[src/rtl/phase_cmp_pkg.sv]
`timescale 1ns/1ps
package phase_cmp_pkg;

  typedef enum logic {
    MODE_XOR  = 1'b0,
    MODE_EDGE = 1'b1
  } cmpMode_e;

  // Control-to-datapath strobes, all valid in the same cycle
  typedef struct packed {
    logic     refRise;     // synchronised reference rising edge
    logic     fbRise;      // synchronised feedback rising edge
    logic     clearState;  // mode change taken this cycle
    logic     refLvl;      // synchronised reference level
    logic     fbLvl;       // synchronised feedback level
    cmpMode_e activeMode;  // law currently in force
  } ctrlStrobes_t;

endpackage

[src/rtl/phase_cmp_sync.sv]
`timescale 1ns/1ps
module phase_cmp_sync #(
  parameter int STAGES = 2
) (
  input  logic clk,
  input  logic rst,
  input  logic din,
  output logic level,
  output logic prev
);

  logic [STAGES:0] shiftReg;

  always_ff @(posedge clk) begin
    if (rst) shiftReg <= '0;
    else     shiftReg <= {shiftReg[STAGES-1:0], din};
  end

  assign level = shiftReg[STAGES-1];
  assign prev  = shiftReg[STAGES];

endmodule

[src/rtl/phase_cmp_ctrl.sv]
`timescale 1ns/1ps
module phase_cmp_ctrl
  import phase_cmp_pkg::*;
#(
  parameter int SYNC_STAGES = 2
) (
  input  logic         clk,
  input  logic         rst,
  input  logic         refIn,
  input  logic         fbIn,
  input  logic         modeSel,
  output ctrlStrobes_t st
);

  localparam int NUM_IN = 2;

  logic [NUM_IN-1:0] rawIn;
  logic [NUM_IN-1:0] lvl;
  logic [NUM_IN-1:0] prv;
  cmpMode_e          activeMode;
  cmpMode_e          reqMode;
  logic              refRise;

  assign rawIn = {fbIn, refIn};

  generate
    for (genvar g = 0; g < NUM_IN; g++) begin : g_sync
      phase_cmp_sync #(.STAGES(SYNC_STAGES)) u_sync (
        .clk  (clk),
        .rst  (rst),
        .din  (rawIn[g]),
        .level(lvl[g]),
        .prev (prv[g])
      );
    end
  endgenerate

  assign refRise = lvl[0] & ~prv[0];
  assign reqMode = cmpMode_e'(modeSel);

  always_ff @(posedge clk) begin
    if (rst)          activeMode <= MODE_XOR;
    else if (refRise) activeMode <= reqMode;
  end

  always_comb begin
    st.refRise    = refRise;
    st.fbRise     = lvl[1] & ~prv[1];
    st.clearState = refRise && (reqMode != activeMode);
    st.refLvl     = lvl[0];
    st.fbLvl      = lvl[1];
    st.activeMode = activeMode;
  end


  modeHold_chk: assert property (@(posedge clk) disable iff (rst)
    !refRise |=> $stable(activeMode));

endmodule

[src/rtl/phase_cmp_dp.sv]
`timescale 1ns/1ps
module phase_cmp_dp
  import phase_cmp_pkg::*;
#(
  parameter int CNT_W = 12
) (
  input  logic                clk,
  input  logic                rst,
  input  ctrlStrobes_t        st,
  output logic                detOut,
  output logic signed [CNT_W:0] errVal,
  output logic                errValid
);

  localparam logic [CNT_W-1:0] CNT_MAX = '1;
  localparam logic [CNT_W-1:0] CNT_ONE = CNT_W'(1);

  logic             jkState;
  logic [CNT_W-1:0] perCnt;
  logic [CNT_W-1:0] hiCnt;
  logic             armed;
  logic [CNT_W:0]   errNext;

  // Set/clear flip-flop of the edge law
  always_ff @(posedge clk) begin
    if (rst || st.clearState)          jkState <= 1'b0;
    else if (st.refRise && st.fbRise)  jkState <= ~jkState;
    else if (st.refRise)               jkState <= 1'b1;
    else if (st.fbRise)                jkState <= 1'b0;
  end

  assign detOut = (st.activeMode == MODE_EDGE) ? jkState : (st.refLvl ^ st.fbLvl);

  // Window measurement: high count minus half the window length
  assign errNext = {1'b0, hiCnt} - {2'b00, perCnt[CNT_W-1:1]};

  always_ff @(posedge clk) begin
    if (rst) begin
      perCnt   <= '0;
      hiCnt    <= '0;
      armed    <= 1'b0;
      errVal   <= '0;
      errValid <= 1'b0;
    end else if (st.refRise) begin
      errValid <= armed;
      if (armed) errVal <= $signed(errNext);
      perCnt   <= CNT_ONE;
      hiCnt    <= detOut ? CNT_ONE : '0;
      armed    <= 1'b1;
    end else begin
      errValid <= 1'b0;
      if (perCnt != CNT_MAX)           perCnt <= perCnt + CNT_ONE;
      if (detOut && (hiCnt != CNT_MAX)) hiCnt <= hiCnt + CNT_ONE;
    end
  end


  resetQuiet_chk: assert property (@(posedge clk)
    rst |=> (!detOut && !errValid && errVal == '0));


  edgeSet_chk: assert property (@(posedge clk) disable iff (rst)
    (st.activeMode == MODE_EDGE && st.refRise && !st.fbRise && !st.clearState) |=> detOut);


  edgeToggle_chk: assert property (@(posedge clk) disable iff (rst)
    (st.refRise && st.fbRise && !st.clearState) |=> (jkState != $past(jkState)));


  modeClear_chk: assert property (@(posedge clk) disable iff (rst)
    st.clearState |=> !jkState);


  strobeOne_chk: assert property (@(posedge clk) disable iff (rst)
    errValid |=> !errValid);


  strobeCause_chk: assert property (@(posedge clk) disable iff (rst)
    errValid |-> $past(st.refRise));


  winGrow_chk: assert property (@(posedge clk) disable iff (rst)
    !st.refRise |=> (perCnt >= $past(perCnt)));


  hiBound_chk: assert property (@(posedge clk) disable iff (rst)
    hiCnt <= perCnt);

endmodule

[src/rtl/phase_cmp.sv]
`timescale 1ns/1ps
module phase_cmp
  import phase_cmp_pkg::*;
#(
  parameter int CNT_W       = 12,
  parameter int SYNC_STAGES = 2
) (
  input  logic                  clk,
  input  logic                  rst,
  input  logic                  refIn,
  input  logic                  fbIn,
  input  logic                  modeSel,
  output logic                  detOut,
  output logic signed [CNT_W:0] errVal,
  output logic                  errValid
);

  ctrlStrobes_t st;

  phase_cmp_ctrl #(.SYNC_STAGES(SYNC_STAGES)) u_ctrl (
    .clk    (clk),
    .rst    (rst),
    .refIn  (refIn),
    .fbIn   (fbIn),
    .modeSel(modeSel),
    .st     (st)
  );

  phase_cmp_dp #(.CNT_W(CNT_W)) u_dp (
    .clk     (clk),
    .rst     (rst),
    .st      (st),
    .detOut  (detOut),
    .errVal  (errVal),
    .errValid(errValid)
  );

endmodule

[config.mk]
export PLATFORM = sky130hd
export DESIGN_NAME = phase_cmp
export DESIGN_NICKNAME = d
export VERILOG_FILES = /design/src/rtl/phase_cmp_pkg.sv /design/src/rtl/phase_cmp_sync.sv /design/src/rtl/phase_cmp_ctrl.sv /design/src/rtl/phase_cmp_dp.sv /design/src/rtl/phase_cmp.sv
export SDC_FILE = /design/constraint.sdc
export NUM_CORES = 1
export LEC_CHECK = 0
export BUFFER_PORTS_ARGS = -buffer_cell sky130_fd_sc_hd__buf_4
export CAP_MARGIN = 20
export CORE_MARGIN = 2
export CORE_UTILIZATION = 40
export CTS_CLUSTER_SIZE = 12
export DETAILED_ROUTE_END_ITERATION = 8
export PLACE_DENSITY = 0.68
export SETUP_SLACK_MARGIN = 0.2
export SLEW_MARGIN = 25
export SYNTH_ARGS = -nofsm -noshare
export SYNTH_HDL_FRONTEND = slang
export SYNTH_SLANG_ARGS = --single-unit
[constraint.sdc]
create_clock -name clk -period 4.9 [get_ports clk]
set_input_delay 0.735 -clock clk [delete_from_list [all_inputs] [get_ports clk]]
set_output_delay 0.735 -clock clk [all_outputs]
set_load 0.005 [all_outputs]
==> impl_metrics.yaml, run 1 <==
status:
  status: "finished clean"
timing:
  rsz0062_at_grt: "false"
  finalSetupTns_ps: 0
  tightest_slew_ps: 557
  slew_headroom_pct: 62.6
  hold_violations: 0
  finalCriticalPeriod_ps: 2230
  slew_violations: 0
  timing.final.crit_share_pct: 45.5
  clock.fmax_ghz: 0.448
  finalClockSkew_ps: 6.54
  finalSetupViolCount: 0
  timing.hold.ws_ps: 451
die:
  dieArea_um2: 6670
  die_w_um: 81.7
  fp.dieH_um: 81.7
  coreArea_um2: 5890
  start_util_pct: 41.0
  io_pins: 20
  rows: 28
global_route:
  grt_pass1_vias: 1720
  gr-total-overflow: 0
  grt_antenna_before_repair: 0
  grt_use_total_pct: 15.7
  grt_max_degree: 24
  grt_pass1_wl_um: 8020
cells_and_area:
  nets: 319
  multiInputGateArea_um2: 1380
  diodes: 0
  n_fill_cell: 558
  layoutNonFillerInstCount: 376
  syn2layout_area_growth_pct: 13.1
  register_area_um2: 941
  drive_gt1_share_pct: 11.3
route:
  detail-route-antenna-nets: 0
  wl_met1_um: 2340
  avgRoutedWirePerCell_um: 12.9
  routed.top_layer: "met4"
  wl_met2_um: 2180
  dr_wl_met3_um: 235
  drt_iter0_markers: 96
  routed-via-count: 2000
  drt_pass1_iterations: 4
  viasPerCell: 5.32
  drc_errors: 0
  drt-total-wl_um: 4830
placement:
  place.gp.congestion: 0.837
  dp.cells: 368
  numPortBuffers: 19
  hpwlAfterDp_um: 3600
clock_network:
  hold_buffers: 0
  clk_pin_slew_worst_paths_ps: 90
  clk_path_buf_depth: 2
  post-cts-setup-buffers: 0
  cts_tree: "yes"
  cts.sinks: 47
  cts_buffers: 5
  htree_levels: 2
  cts-root-buf: "clkbuf_8"
  cts.repair.resized: 0
  clk_latency_ps: 300
synth:
  avgSynthCellArea_um2: 8.62
  async_flop_share_pct: 0
  ys_types: 44
  synth_edf_count: 0
  ys_warn_count: 0
  syn_area_um2: 2410
  synthCells: 280
  synth_flop_cell: "dfxtp_1"
  ys_seq_area_share_pct: 39.0
  ys_ff_latch: 47
  yosysTopAreaCellShare_pct: 39.0
  syn-num-nets: 299
  synthTopCellsByArea: "dfxtp_1 39%, ha_1 6.7%, xnor2_1 6.5%"
  synth_largest_area_cell: "dfxtp_1"
critical_path:
  cpMaxStageDelayCell: "o21ai_1"
  worstSetupPathType: "flip-flop to output pin"
  crit_path_end_kind: "output pin"
  critPathBufInv: 2
  max_stage_delay_ps: 450
  cpLargestDelayFamily: "compound AO/OA/AOI/OAI gates"
  path_cells: "xor2_1 > o21ai_1 > inv_1 > buf_4"
  crit_fanout: 8
  cp.arrival_ps: 1490
  critPathRequiredTime_ps: 4160
  start_kind: "flip-flop"
power_and_ir_drop:
  power_mw: 0.710
  peakVddDrop_mv: 0.113
  cellPowerDensity_nw_per_um2: 260
  p_leak_nw: 1.01
flow_run:
  cap_violations: 0
min_path:
  hold_path_class: "flip-flop to flip-flop"
synth_stat cells, drive strengths merged (8+ instances only):
cell type	count
a21oi	14
ha	13
nand3	11
nand2	18
nor2	27
xnor2	18
inv	18
clkbuf	8
nor3	9
nor2b	10
o21ai	13
dfxtp	47
worst paths after layout:
path,startpoint,end,slack (ps),cells after the start
worst max-delay path,u_ctrl.g_sync[0].u_sync.shiftReg[1],detOut,2670,4
worst min-delay path,u_ctrl.g_sync[1].u_sync.shiftReg[0],u_ctrl.g_sync[1].u_sync.shiftReg[1],450,1
worst min register to register,u_ctrl.g_sync[1].u_sync.shiftReg[0],u_ctrl.g_sync[1].u_sync.shiftReg[1],450,1
worst max register to register,u_dp.hiCnt[0],u_dp.errVal[12],2700,8
cells in the final DEF (no fill, tap or decap), types with 10 or more instances in the layout:
cell     netlist  routed
dfxtp_1       47      47
buf_4          0      21
nor2b_1       10      10
inv_1         18      18
nand3_1       11      11
o21ai_0       12      12
xnor2_1       18      18
nand2_1       18      18
a21oi_1       14      14
nor2_1        27      27
ha_1          13      13
report_power, final:
group / leakage [nW] / switching, mW / internal [mW]
logic: 0.580 / 0.0377 / 0.0350
registers: 0.381 / 0.00658 / 0.389
clock network: 0.0443 / 0.139 / 0.102
total: 1.01 / 0.183 / 0.527
worst reg2reg max path, stage by stage, from the launching register on:
cell and delay [ps]:
dfxtp_1 400, inv_1 60, ha_1 220, fa_1 400
nor2b_1 170, o2111ai_1 190, a31oi_1 300, o21ai_0 130
a22o_1 230
cell families after synthesis:
group	synth area share, %
AO/OA/AOI/OAI	16.5
XOR/XNOR	7.62
adder cells (fa/ha/maj)	7.57
buffers and inverters	4.04
flip-flops	39.0
multiplexers	2.07
AND/OR/NAND/NOR	23.2
state kept, by name, summed over array words and instances (netlist names):
register                       count
u_dp.errValid                      1
u_dp.hiCnt                        12
u_dp.jkState                       1
u_ctrl.activeMode                  1
u_dp.perCnt                       12
u_dp.errVal                       13
u_dp.armed                         1
u_ctrl.g_sync.u_sync.shiftReg      6
metrics by stage:
step	area (µm²)	setup slack, ps	utilization, %
CTS	2730	2640	46.4
finish	2730	2670	46.4
global route	2730	2530	46.4
floorplan	2410	2940	-
detailed placement	2640	2730	44.8
global placement	2640	2820	44.8
routing by layer:
| metal | global-route usage [%] | up-vias |
|---|---|---|
| li1 | - | 1036 |
| met1 | 20.0 | 902 |
| met2 | 25.4 | 55 |
| met3 | 3.63 | 7 |
| met4 | 6.50 | 0 |
| met5 | 0 | - |
area by class of cell:
cell class	instances	share of cell area (%)
repair buffers	21	5.78
flip-flops and latches	47	34.5
clock buffers	5	2.52
inverters	18	2.48
clock inverters	3	0.917
well taps	75	3.44
multi-input cells	207	50.4
Note: power is estimated with default switching activity, not from simulation.
==> inputs of run 2 (changes only) <==
Clock period 4.9 ns to 2.23 ns, I/O delays scaled along.
==> run 2 against run 1 <==
Die area stayed put. Design area is 7.8% higher. Critical path depth is 4 higher. Global-route usage is 0.64 points higher. Largest power group unchanged.
==> impl_metrics.yaml, run 2 (synthesized netlist as in run 1, its figures left out) <==
clock_network:
  cts_tree: "yes"
  clk_pin_slew_worst_paths_ps: 90
  clk_latency_ps: 300
  clk_path_buf_depth: 2
  cts_buffers: 5
  htree_levels: 2
  hold_buffers: 0
  cts-root-buf: "clkbuf_8"
  cts.sinks: 47
power_and_ir_drop:
  p_clk_share_pct: 38.2
  p_sw_share_pct: 23.6
  p_int_mw: 1.32
  power_switching_mw: 0.408
  combPwrFrac_pct: 11.5
  peakVddDrop_mv: 0.239
  cellPowerDensity_nw_per_um2: 587
  p_leak_nw: 1.13
  p_seq_share_pct: 50.3
timing:
  finalCriticalPeriod_ps: 2000
  finalSetupViolCount: 0
  finalSetupTns_ps: 0
  rsz0062_at_grt: "true"
  slew_violations: 0
  finalClockSkew_ps: 3.38
  tightest_slew_ps: 596
  slew_headroom_pct: 60.1
  hold_violations: 0
  clock.fmax_ghz: 0.499
  timing.final.crit_share_pct: 89.8
cells_and_area:
  syn2layout_area_growth_pct: 21.9
  nets: 331
  largest_reg_flops: 13
  largestRegisters: "u_dp.errVal: 13 flops, u_dp.hiCnt: 12 flops, u_dp.perCnt: 12 flops"
  mostFrequentLayoutCells: "44 x dfxtp_1, 33 x buf_4, 27 x nor2_1"
  n_fill_cell: 550
  max_flop_register: "u_dp.errVal"
  layout_commonest_cell: "dfxtp_1"
  layoutNonFillerInstCount: 388
  diodes: 0
  drive_gt1_share_pct: 18.5
route:
  drc_errors: 0
  drt_pass1_iterations: 4
  viasPerCell: 5.24
  routed-via-count: 2033
  drt_iter0_markers: 60
  avgRoutedWirePerCell_um: 13.5
  detail-route-antenna-nets: 0
  drt-total-wl_um: 5250
die:
  die_w_um: 81.7
  dieArea_um2: 6670
  io_pins: 20
  coreArea_um2: 5890
  start_util_pct: 41.0
  rows: 28
  fp.dieH_um: 81.7
global_route:
  grt_pass1_wl_um: 8240
  grt_max_degree: 24
  grt_use_total_pct: 16.3
  grt_pass1_vias: 1841
  grt_antenna_before_repair: 0
  gr-total-overflow: 0
min_path:
  hold_path_class: "primary input to flip-flop"
critical_path:
  worstSetupPathType: "flip-flop to flip-flop"
  path_cells: "inv_1 > ha_2 > fa_2 > nor2b_4 > o2111ai_4 > a31oi_1 > xnor2_1 > a211oi_1"
  critPathBufInv: 1
  critPathRequiredTime_ps: 2450
  start_kind: "flip-flop"
  cp.arrival_ps: 2230
  max_stage_delay_ps: 420
  cpLargestDelayFamily: "compound AO/OA/AOI/OAI gates"
  crit_path_end_kind: "flip-flop"
  cpMaxStageDelayCell: "fa_2"
  crit_fanout: 3
placement:
  numPortBuffers: 19
  hpwlAfterDp_um: 3810
  dp.cells: 376
  place.gp.congestion: 0.807
status:
  status: "finished clean"
flow_run:
  cap_violations: 0
run 2: cell types whose count changed in the layout (fill, tap and decap cells not counted), sizes merged:
cell,delta
buf,+12
bufinv,+1
clkbuf,+1
clkinv,-1
clkinvlp,-1
run 2: final cells by class:
class	instances	area (µm²)	area share, %
clock inverter	2	35.0	1.19
tap	75	93.8	3.19
sequential	47	950	32.3
timing repair buffer	33	248	8.42
clock buffer	6	82.6	2.81
multi-input combinational	207	1470	49.8
inverter	18	67.6	2.30
run 2: final timing paths:
check	to	startpoint	depth (start not counted)	slack, ps
max	u_dp.errVal[8]	u_dp.hiCnt[0]	8	230
min	u_ctrl.g_sync[1].u_sync.shiftReg[0]	fbIn	2	240
max reg2reg	u_dp.errVal[8]	u_dp.hiCnt[0]	8	230
min reg2reg	u_ctrl.g_sync[1].u_sync.shiftReg[1]	u_ctrl.g_sync[1].u_sync.shiftReg[0]	1	440
run 2: through the flow:
| step | util [%] | cell area [µm²] | hold WS (ps) | worst slack, ps | power, mW |
|---|---|---|---|---|---|
| floorplan | - | 2410 | 414 | 269 | 1.01 |
| global placement | 45.8 | 2700 | 415 | 110 | 1.05 |
| detailed placement | 45.8 | 2700 | 428 | 32.6 | 1.05 |
| CTS | 48.5 | 2860 | 236 | 208 | 1.72 |
| global route | 50.0 | 2940 | 254 | 156 | 1.78 |
| finish | 50.0 | 2940 | 239 | 227 | 1.73 |
run 2: what timing repair did:
action | 4_1_cts | 5_1_grt
setup endpoints to repair | 4 | 7
buffers inserted | 1 | 3
resized for setup | 9 | 13
endpoints found under the hold margin | 0 | 0
pin swaps | 2 | 5
run 2: layer usage:
layer / vias up / wire, µm / global-route usage (%)
met5: - / 0 / 0
met4: 0 / 149 / 7.83
met3: 12 / 150 / 3.30
met2: 29 / 2330 / 26.2
met1: 938 / 2620 / 20.9
li1: 1054 / - / -
run 2: power by group through the flow:
stage          logic (mW)  registers [mW]  clock network [mW]
2_1_floorplan       0.122           0.886                   0
3_3_place_gp        0.160           0.889                   0
3_5_place_dp        0.163           0.890                   0
4_1_cts             0.177           0.871               0.672
5_1_grt             0.218           0.871               0.693
6_report            0.199           0.869               0.660
==> inputs of run 3 (changes only) <==
Settings changed: ABC_AREA set to 1.
==> run 3 against run 2 <==
Sequential power about the same. Count of clock-buffer cells in the layout is the same. Design area grew 4.6%. Global-route usage increased by 1.4 points. Worst hold slack worse by 1.8 ps. Critical path type unchanged. Largest cell class unchanged. Largest power group unchanged.
==> impl_metrics.yaml, run 3 <==
status:
  status: "finished clean"
critical_path:
  crit_fanout: 5
  critPathRequiredTime_ps: 2440
  crit_path_end_kind: "flip-flop"
  max_stage_delay_ps: 410
  r2r_slack_ps: 390
  cp.arrival_ps: 2050
  cpMaxStageDelayCell: "fa_1"
  timing.rr.start: "u_dp.hiCnt[0]"
  start_kind: "flip-flop"
  cp_common_cell: "inv_1"
  worstSetupPathType: "flip-flop to flip-flop"
  worstSetupStartpoint: "u_dp.hiCnt[0]"
  reg2reg_depth: 11
  reg2reg_to: "u_dp.errVal[8]"
  path_cells: "inv_1 > ha_1 > fa_1 > inv_1 > nand3_1 > nand3_2 > nand2_1 > nand3_1 > nand2_1 > o21ai_1 > inv_1"
global_route:
  grt_pass1_wl_um: 10600
  grt_max_degree: 23
  gr-total-overflow: 0
  grt_use_total_pct: 17.7
  grt_pass1_vias: 2253
  grt_antenna_before_repair: 0
placement:
  dp.cells: 500
  hpwlAfterDp_um: 4780
  place.gp.congestion: 0.895
  numPortBuffers: 19
  dpl_cell_area_um2: 2970
synth:
  avgSynthCellArea_um2: 6.80
  synth_largest_area_cell: "dfxtp_1"
  synth_edf_count: 0
  syn-num-nets: 424
  syn_area_um2: 2760
  synthTopCellsByArea: "dfxtp_1 34%, nand2_1 12%, inv_1 9.3%"
  ys_seq_area_share_pct: 34.2
  synth_common_cells: "90 x nand2_1, 68 x inv_1, 47 x dfxtp_1"
  synthCells: 405
  async_flop_share_pct: 0
  synth_most_common_cell: "nand2_1"
  synth_flop_cell: "dfxtp_1"
  ys_ff_latch: 47
  yosysTopAreaCellShare_pct: 34.2
  ys_types: 34
  ys_warn_count: 0
die:
  die_w_um: 87.0
  rows: 30
  fp.dieH_um: 87.0
  io_pins: 20
  dieArea_um2: 7570
  start_util_pct: 41.0
  coreArea_um2: 6720
route:
  drt_pass1_iterations: 4
  drc_errors: 0
  drt-total-wl_um: 6190
  drt_iter0_markers: 116
  detail-route-antenna-nets: 0
  viasPerCell: 4.86
  routed-via-count: 2471
  avgRoutedWirePerCell_um: 12.2
timing:
  hold_violations: 0
  finalCriticalPeriod_ps: 1840
  clock.fmax_ghz: 0.544
  finalClockSkew_ps: 6.69
  finalSetupViolCount: 0
  slew_headroom_pct: 70.5
  timing.final.crit_share_pct: 82.5
  rsz0062_at_grt: "false"
  finalSetupTns_ps: 0
  timing.hold.ws_ps: 237
  tightest_slew_ps: 442
  slew_violations: 0
power_and_ir_drop:
  p_leak_nw: 1.44
  cellPowerDensity_nw_per_um2: 524
  peakVddDrop_mv: 0.234
  power_mw: 1.61
flow_run:
  cap_violations: 0
cells_and_area:
  layoutNonFillerInstCount: 508
  largestRegisters: "u_dp.errVal: 13 flops, u_dp.hiCnt: 12 flops, u_dp.perCnt: 12 flops"
  syn2layout_area_growth_pct: 11.7
  largest_reg_flops: 13
  nets: 446
  max_flop_register: "u_dp.errVal"
  layout_commonest_cell: "nand2_1"
  mostFrequentLayoutCells: "90 x nand2_1, 68 x inv_1, 46 x dfxtp_1"
  diodes: 0
  n_fill_cell: 686
  drive_gt1_share_pct: 12.6
  finalInstanceArea_um2: 3080
clock_network:
  cts.repair.resized: 0
  cts.sinks: 47
  post-cts-setup-buffers: 0
  cts_buffers: 5
  htree_levels: 2
  clk_latency_ps: 300
  clk_path_buf_depth: 2
  cts_tree: "yes"
  cts-root-buf: "clkbuf_8"
  hold_buffers: 0
  clk_pin_slew_worst_paths_ps: 90
min_path:
  hold_start: "refIn"
  min_delay_path_depth: 3
  hold_end: "u_ctrl.g_sync[0].u_sync.shiftReg[0]"
  hold_path_class: "primary input to flip-flop"
## run 3: cell families after synthesis
logic type               synth area share [%]
AND/OR/NAND/NOR                          33.7
XOR/XNOR                                 2.86
flip-flops                               34.2
AO/OA/AOI/OAI                            11.2
adder cells (fa/ha/maj)                  6.63
buffers and inverters                    11.5
## run 3: layout make-up
type | count | area, µm² | area share [%]
tap | 80 | 100 | 3.25
timing repair buffer | 21 | 158 | 5.12
clock buffer | 6 | 82.6 | 2.68
multi-input combinational | 279 | 1500 | 48.8
inverter | 73 | 277 | 8.98
sequential | 47 | 942 | 30.6
clock inverter | 2 | 16.3 | 0.528
## run 3: worst max-delay path by stage
stage,to,slack [ps],cells past startpoint
finish,u_dp.errVal[8],390,11
detailed placement,u_dp.errVal[8],320,11
floorplan,u_dp.errVal[8],470,11
global route,u_dp.errVal[8],230,11
CTS,u_dp.errVal[8],300,11
global placement,u_dp.errVal[8],380,11
## run 3: power breakdown
| part | leakage, nW | switching, mW | internal, mW | total [mW] |
|---|---|---|---|---|
| clock | 0.0474 | 0.303 | 0.254 | 0.557 |
| combinational | 1.01 | 0.115 | 0.0696 | 0.184 |
| sequential | 0.381 | 0.0148 | 0.857 | 0.872 |
| total | 1.44 | 0.433 | 1.18 | 1.61 |
## run 3: metrics by stage
stage                     utilization [%]  setup slack [ps]
final                                45.8               391
after global routing                 45.8               234
after CTS                            45.7               297
after detailed placement             44.2               317
after global placement               44.2               378
after floorplan                         -               475
## run 3: per-layer routing
metal	GRT usage [%]	vias up	part of all wire (%)
li1	-	1329	-
met1	23.9	1087	48
met5	0	-	0
met2	28.6	47	47
met3	3.03	8	4.2
met4	5.54	0	1.3
## run 3: worst max-delay path: cells and delay by family (launching register included)
kind                       cells  cell delay [ps]
adders and majority gates      2              630
AOI/OAI and AO/OA              1              110
DFF                            1              370
buffers and inverters          3              230
and+or+nand+nor                5              410
